$ cat src/rtl/oc_pkg.sv
`timescale 1ns/1ps
package oc_pkg;
  typedef enum logic [1:0] {
    OC_IDLE   = 2'd0,
    OC_TIMING = 2'd1,
    OC_HOLD   = 2'd2
  } oc_state_e;

  function automatic int unsigned off_cycles(input int unsigned clk_per_us, input bit long_off);
    return clk_per_us * (long_off ? 100 : 10);
  endfunction
endpackage

$ cat src/rtl/oc_sync.sv
`timescale 1ns/1ps
module oc_sync #(
  parameter int unsigned STAGES = 2
) (
  input  logic clk_i,
  input  logic rst_ni,
  input  logic d_i,
  output logic q_o
);
  logic [STAGES-1:0] sr_q;

  generate
    for (genvar g = 0; g < STAGES; g++) begin : g_stage
      if (g == 0) begin : g_first
        always_ff @(posedge clk_i or negedge rst_ni) begin
          if (!rst_ni) sr_q[g] <= 1'b0;
          else         sr_q[g] <= d_i;
        end
      end else begin : g_next
        always_ff @(posedge clk_i or negedge rst_ni) begin
          if (!rst_ni) sr_q[g] <= 1'b0;
          else         sr_q[g] <= sr_q[g-1];
        end
      end
    end
  endgenerate

  assign q_o = sr_q[STAGES-1];
endmodule

$ cat src/rtl/oc_off_timer.sv
`timescale 1ns/1ps
module oc_off_timer #(
  parameter int unsigned OFF_CYCLES = 20,
  localparam int unsigned CNT_W = (OFF_CYCLES > 1) ? $clog2(OFF_CYCLES) : 1
) (
  input  logic             clk_i,
  input  logic             rst_ni,
  input  logic             load_i,
  input  logic             tick_i,
  output logic [CNT_W-1:0] cnt_o,
  output logic             expired_o
);
  localparam logic [CNT_W-1:0] LOAD_VAL = CNT_W'(OFF_CYCLES - 1);

  always_ff @(posedge clk_i or negedge rst_ni) begin
    if (!rst_ni)                          cnt_o <= '0;
    else if (load_i)                      cnt_o <= LOAD_VAL;
    else if (tick_i && cnt_o != '0)       cnt_o <= cnt_o - 1'b1;
  end

  assign expired_o = (cnt_o == '0);
endmodule

$ cat src/rtl/oc_fsm.sv
`timescale 1ns/1ps
module oc_fsm
  import oc_pkg::*;
(
  input  logic      clk_i,
  input  logic      rst_ni,
  input  logic      flag_i,
  input  logic      expired_i,
  output logic      load_o,
  output logic      tick_o,
  output oc_state_e state_o
);
  oc_state_e state_q, state_d;

  always_comb begin
    state_d = state_q;
    load_o  = 1'b0;
    tick_o  = 1'b0;
    unique case (state_q)
      OC_IDLE: begin
        if (flag_i) begin
          state_d = OC_TIMING;
          load_o  = 1'b1;
        end
      end
      OC_TIMING: begin
        // flag is ignored until the window has run out
        if (expired_i) state_d = flag_i ? OC_HOLD : OC_IDLE;
        else           tick_o  = 1'b1;
      end
      OC_HOLD: begin
        if (!flag_i) state_d = OC_IDLE;
      end
      default: state_d = OC_IDLE;
    endcase
  end

  always_ff @(posedge clk_i or negedge rst_ni) begin
    if (!rst_ni) state_q <= OC_IDLE;
    else         state_q <= state_d;
  end

  assign state_o = state_q;
endmodule

$ cat src/rtl/oc_shutdown_timer.sv
`timescale 1ns/1ps
module oc_shutdown_timer
  import oc_pkg::*;
#(
  parameter int unsigned CLK_PER_US  = 100,
  parameter bit          LONG_OFF    = 1'b0,
  parameter int unsigned SYNC_STAGES = 2
) (
  input  logic clk_i,
  input  logic rst_ni,
  input  logic oc_flag_i,
  output logic oc_active_o,
  output logic oc_fault_no
);
  localparam int unsigned OFF_CYCLES = off_cycles(CLK_PER_US, LONG_OFF);
  localparam int unsigned CNT_W = (OFF_CYCLES > 1) ? $clog2(OFF_CYCLES) : 1;

  logic             flag_sync;
  logic             load;
  logic             tick;
  logic             expired;
  logic [CNT_W-1:0] cnt;
  oc_state_e        state;

  oc_sync #(.STAGES(SYNC_STAGES)) u_sync (
    .clk_i  (clk_i),
    .rst_ni (rst_ni),
    .d_i    (oc_flag_i),
    .q_o    (flag_sync)
  );

  oc_off_timer #(.OFF_CYCLES(OFF_CYCLES)) u_timer (
    .clk_i     (clk_i),
    .rst_ni    (rst_ni),
    .load_i    (load),
    .tick_i    (tick),
    .cnt_o     (cnt),
    .expired_o (expired)
  );

  oc_fsm u_fsm (
    .clk_i     (clk_i),
    .rst_ni    (rst_ni),
    .flag_i    (flag_sync),
    .expired_i (expired),
    .load_o    (load),
    .tick_o    (tick),
    .state_o   (state)
  );

  assign oc_active_o = (state != OC_IDLE);
  assign oc_fault_no = ~oc_active_o;
endmodule

$ cat config.mk
export PLATFORM = sky130hd
export DESIGN_NAME = oc_shutdown_timer
export DESIGN_NICKNAME = d
export VERILOG_FILES = /design/src/rtl/oc_pkg.sv /design/src/rtl/oc_sync.sv /design/src/rtl/oc_off_timer.sv /design/src/rtl/oc_fsm.sv /design/src/rtl/oc_shutdown_timer.sv
export SDC_FILE = /design/constraint.sdc
export NUM_CORES = 1
export LEC_CHECK = 0
export ABC_CLOCK_PERIOD_IN_PS = 3300
export CORE_MARGIN = 2
export CORE_UTILIZATION = 26
export DETAILED_ROUTE_END_ITERATION = 12
export PLACE_DENSITY = 0.44
export SLEW_MARGIN = 20
export SYNTH_ARGS = -nofsm -noshare
export SYNTH_HDL_FRONTEND = slang
export SYNTH_SLANG_ARGS = --single-unit
$ cat constraint.sdc
create_clock -name clk_i -period 3.3 [get_ports clk_i]
set_input_delay 0.495 -clock clk_i [delete_from_list [all_inputs] [get_ports clk_i]]
set_output_delay 0.495 -clock clk_i [all_outputs]
set_load 0.05 [all_outputs]
# After elaboration in Yosys (flattened, before gate mapping)
# Cells that the tools add are included.
dict set report op_classes {
  reduce_logical 7
  n_addsub 1
  bitwise 1
  eq_ne 5
  n_mux 11
}
# cell n
set op_table {}
lappend op_table {{$mux W10} 2}
lappend op_table {{$logic_not A10 Y1} 1}
lappend op_table {{$reduce_bool A10 Y1} 1}
lappend op_table {{$sub A10 B1 Y10 const B} 1}
lappend op_table {{$mux W2} 4}
lappend op_table {{$ne A2 B2 Y1 const B} 3}
lappend op_table {{$pmux W2 S3} 1}
lappend op_table {{$mux W1} 4}
lappend op_table {{$reduce_bool A2 Y1} 2}
lappend op_table {{$reduce_and A3 Y1} 1}
lappend op_table {{$eq A2 B1 Y1 const B} 1}
lappend op_table {{$eq A2 B2 Y1 const B} 1}
lappend op_table {{$logic_not A2 Y1} 1}
lappend op_table {{$logic_and A1 B1 Y1} 1}
lappend op_table {{$not A1 Y1} 1}
dict set report word_totals {
  output_inout_bits 2
  word_cells 29
  in_bits 3
  register_bits 14
}

# Depth between registers and ports, before layout
dict set report depth {
  depth_word 6
  ltp_mapped 7
  depth_no_buf 6
}

# Modules after synthesis
# From an unflattened synthesis, not the netlist that was laid out.
dict set report hier_totals {
  cells_unflattened 71
  hier_area_um2 747.0
}
# mod seq_area_each_um2 cells_each area_per_inst_um2 n_inst
set modules_own_cells {}
lappend modules_own_cells {oc_off_timer 250.2 58 590.6 1}
lappend modules_own_cells {oc_fsm 50.0 9 96.3 1}
lappend modules_own_cells {oc_sync 50.0 2 50.0 1}
lappend modules_own_cells {oc_shutdown_timer 0.0 2 10.0 1}

# Worst setup path before layout
# Ideal clock, no wire load.
dict set report synth_timing {
  path_type {flip-flop to flip-flop}
  from {reg u_timer.cnt_o[7]}
  to {reg u_timer.cnt_o[7]}
  slack_ns 1.583
  period_less_slack_ns 1.717
  required_ns 3.167
  path_stages_with_launch 6
  setup_time_ns 0.133
  n_path_buf 1
  arrival_time_ns 1.585
  path_cell_list {dfrtp_1 or4_4 or3_1 buf_2 a31oi_1 o21ai_0}
}
dict set report synth_via {
  elab_chain_len 5
  elab_cells_between_ends 9
  classes_between {1 x add/sub; 4 x mux; 4 x reduce/logical}
}
# item line
set synth_lines {}
lappend synth_lines {{start, declared} oc_off_timer.sv:10} ;# output logic [CNT_W-1:0] cnt_o,
lappend synth_lines {{start signal, assigned} oc_off_timer.sv:18} ;# else if (tick_i && cnt_o != '0) cnt_o <= cnt_o - 1'b1;
lappend synth_lines {{parallel branches: the longest is 5 deep, another holds $sub A10 B1 Y10} --}
# Several ways; the timed one is not identified. The select of a mux whose other input is x is not followed.
# A chain may end at the register's enable or synchronous reset.

# Worst setup path after layout
dict set report layout_timing {
  from {reg u_fsm.state_q[1] (netlist: u_fsm.state_o[1])}
  to {out oc_fault_no}
}
dict set report layout_via {
  elab_chain_len 2
}
# item line
set layout_lines {}
lappend layout_lines {{start, declared} oc_fsm.sv:13} ;# oc_state_e state_q, state_d;
lappend layout_lines {{start signal, assigned} oc_fsm.sv:40} ;# else state_q <= state_d;
lappend layout_lines {{$reduce_bool A2 Y1} oc_shutdown_timer.sv:51} ;# assign oc_active_o = (state != OC_IDLE);
lappend layout_lines {{$not A1 Y1} oc_shutdown_timer.sv:52} ;# assign oc_fault_no = ~oc_active_o;
lappend layout_lines {{end, declared} oc_shutdown_timer.sv:13} ;# output logic oc_fault_no
# No other way between the ends.

==> run metrics <==
wire length of the first global-routing pass approximately 2.4 mm; Peak VDD IR 0.282 mV; Rel. slew slack a little under three fifths; final clock period utilization by the worst path between 70 and 80%; die outline area 3080 um2; gpl congestion ~0.78; count of synthesis-stage warnings from yosys 0; CP Data Arrival Time around 1.9 ns; Post CTS Setup Buffer Count 0; number of buffers added by the clock tree synthesis step 3; number of max-slew violations in the final report 0; synthesized area a little under 700 um2; core box area about 2500 um2; WHS Path Cells 0; synthesis-stage register bit count 14; Largest stage delay, worst path roughly 0.8 ns; startpoint type of the worst setup path flop; buffers from clock root to sink, at most 2; number of top-level pins 5; launching point of the worst reg2reg path u_timer.cnt_o[7]$_DFFE_PN0P_; clock latency at the later pin of the worst-skew pair about 0.28 ns; Horiz. Die Dim between 50 and 60 um; achievable frequency about 0.42 GHz; synth-to-layout area growth 15.8%; clock tree root driver cell sky130_fd_sc_hd__clkbuf_4; ratio of total power to cell area between 600 and 700 nW/um2; half-perimeter wire length after placement 982 um; count of antenna diodes in the layout 0; global route overflow 0; cell family with most CP delay buffers and inverters; DRC errors left 0; worst-case hold path end point u_sync.q_o$_DFF_PN0_; Synth area leaders sky130_fd_sc_hd__dfrtp_1 51%, sky130_fd_sc_hd__nand2_1 3.8%, sky130_fd_sc_hd__xnor2_1 3.8%; cell type with the highest aggregate area in the netlist sky130_fd_sc_hd__dfrtp_1; clock slew at the register clock pins of the worst setup and hold paths ~0.090 ns; maximum number of pins on one net before global-route repair 15; RSZ-0062 raised after global routing false; final total power about 0.53 mW; class of the most critical hold timing path reg -> reg; minimum clock period after layout 2.38 ns; final design instance area without fill approximately 800 um2; number of port buffers 4; mean instance size in the synthesized netlist 9.99 um2; crit path kind reg -> out; setup TNS 0 ns; critical path cell sequence or2_2 -> inv_1 -> clkdlybuf4s50_1; antenna violations before repair 0; Critical path origin u_fsm.state_o[1]$_DFFE_PN0P_; top fanout value on the critical path 4; vias in the first global route 520; first-iteration detailed-routing DRC count 12; share of post-route cells with drive strength above 1 approximately a tenth; worst r2r dst u_timer.cnt_o[7]$_DFFE_PN0P_; Core Rows 18; fraction of synthesized cell area taken by the top area cell type 50.8%; proportion of synthesized chip area in sequential cells between 50% and 60%; HP Start u_sync.sr_q[0]$_DFF_PN0_; cell total after placement 102; required time of the critical path 2.80 ns; TritonCTS sink count 14; R2R cell count 4; gate count of the mapped netlist a little under 70; Max Clock Skew between 0.0008 and 0.0009 ns; nets@finish 81; Critical Path Sink Type output port; Routed WL about 1.3 mm; combined global-route utilization of all metal layers approximately a tenth; cts hold-fix bufs 0; slowest cell on the critical path sky130_fd_sc_hd__clkdlybuf4s50_1; Setup violations, final 0; detailed-routing iteration count for the pre-antenna-repair pass 4; clock tree from TritonCTS built; fin cells 106; sum of buffers and inverters on the critical path 2; Net Count, Synth between 70 and 80; H-tree depth reported by CTS 1; filler cell count in the final layout around 260; cts repair resizes 0; worst slew pin tran approximately 0.65 ns; Cell Area, Placed approximately 760 um2; routed via count divided by cell count 4.88; post-detailed-route wirelength per cell 12.6 um; Die Y-Extent between 50 and 60 um; final-report hold violation count 0; post-route antenna net violation count 0; status completed; Initial Utilization about 28%; total via count after detailed routing roughly 520; reported max-cap violation count 0; count of cell types in the netlist 32; setup slack, reg-to-reg between 1 and 1.5 ns; Leak approximately 0.32 nW
-- cells in the final DEF, fill, tap and decap left out, types with 2 or more instances in the layout --
master	instances
sky130_fd_sc_hd__dfrtp_1	14
sky130_fd_sc_hd__nand2_1	7
sky130_fd_sc_hd__nor2_1	6
sky130_fd_sc_hd__inv_1	4
sky130_fd_sc_hd__clkdlybuf4s50_1	4
sky130_fd_sc_hd__nor3_1	3
sky130_fd_sc_hd__xnor2_1	3
sky130_fd_sc_hd__clkbuf_4	3
sky130_fd_sc_hd__or2_2	2
sky130_fd_sc_hd__nor2b_1	2
sky130_fd_sc_hd__a31oi_1	2
sky130_fd_sc_hd__o21ai_0	2
sky130_fd_sc_hd__and2_1	2
sky130_fd_sc_hd__a21oi_1	2
-- cell type report --
class                      count  area, um2  area share, %
multi-input combinational     50        319           40.0
sequential                    14        350           43.9
timing repair buffer           4       40.0           5.02
clock buffer                   4       36.3           4.55
inverter                       4       15.0           1.88
tap                           30       37.5           4.70
-- metrics by stage --
step	utilization, %	hold slack (ns)	setup WS [ns]
2_1_floorplan	-	0.199	1.58
3_3_place_gp	30.5	0.356	1.24
3_5_place_dp	30.5	0.343	1.23
4_1_cts	31.9	0.364	0.904
5_1_grt	31.9	0.368	0.827
6_report	31.9	0.358	0.922
-- layer usage --
layer,track usage (%),share of wire [%]
met2,14.1,45
met1,14.0,52
met4,3.14,0
met3,4.22,3.1
met5,0,0
-- Yosys cell counts --
cell / n
sky130_fd_sc_hd__or4_1: 1
sky130_fd_sc_hd__o21ai_1: 1
sky130_fd_sc_hd__or3_1: 1
sky130_fd_sc_hd__nor2b_1: 2
sky130_fd_sc_hd__o22ai_1: 1
sky130_fd_sc_hd__and3_1: 1
sky130_fd_sc_hd__buf_2: 1
sky130_fd_sc_hd__nand2_1: 7
sky130_fd_sc_hd__o41ai_2: 1
sky130_fd_sc_hd__or3b_1: 1
sky130_fd_sc_hd__a31oi_1: 2
sky130_fd_sc_hd__xnor2_1: 3
sky130_fd_sc_hd__o211ai_1: 1
sky130_fd_sc_hd__nor3_1: 3
sky130_fd_sc_hd__o21ai_0: 2
sky130_fd_sc_hd__and2_1: 2
sky130_fd_sc_hd__and4_1: 1
sky130_fd_sc_hd__a21oi_1: 2
sky130_fd_sc_hd__nand3b_1: 1
sky130_fd_sc_hd__a211oi_1: 1
sky130_fd_sc_hd__a22oi_1: 1
sky130_fd_sc_hd__ha_1: 1
sky130_fd_sc_hd__or4_4: 1
sky130_fd_sc_hd__a2111oi_1: 1
sky130_fd_sc_hd__or2_2: 2
sky130_fd_sc_hd__a2111oi_0: 1
sky130_fd_sc_hd__nand3_1: 1
sky130_fd_sc_hd__nand2b_1: 1
sky130_fd_sc_hd__mux2i_1: 1
sky130_fd_sc_hd__dfrtp_1: 14
sky130_fd_sc_hd__nor2_1: 6
sky130_fd_sc_hd__inv_1: 4
-- how the worst max path moves through the flow --
stage               cells after the start  slack (ns)                      endpoint
floorplan                               5        1.58  u_timer.cnt_o[7]$_DFFE_PN0P_
global placement                        3        1.24                   oc_fault_no
detailed placement                      3        1.23                   oc_fault_no
CTS                                     3        0.90                   oc_fault_no
global route                            3        0.83                   oc_fault_no
finish                                  3        0.92                   oc_fault_no
-- cells by family (layout without fill, tap and decap cells) --
family | count (synthesis) | count (layout) | synth area share, %
xor gates and xnor gates | 3 | 3 | 3.81
DFF | 14 | 14 | 50.8
adders and majority gates | 1 | 1 | 1.81
AOI/OAI and AO/OA | 14 | 14 | 14.7
muxes | 1 | 1 | 1.45
and+or+nand+nor | 31 | 31 | 24.5
buffers and inverters | 5 | 12 | 2.90
-- registers in the layout (all words and copies together), names as in the netlist --
signal and count:
u_timer.cnt_o 10, u_fsm.state_o 2, u_sync.q_o 1, u_sync.sr_q 1
-- power breakdown --
part	switching [mW]	internal, mW
clock network	0.0569	0.0671
logic	0.0833	0.0699
registers	0.0407	0.215
total	0.181	0.352
No activity file was read; power rests on OpenSTA's default activity.
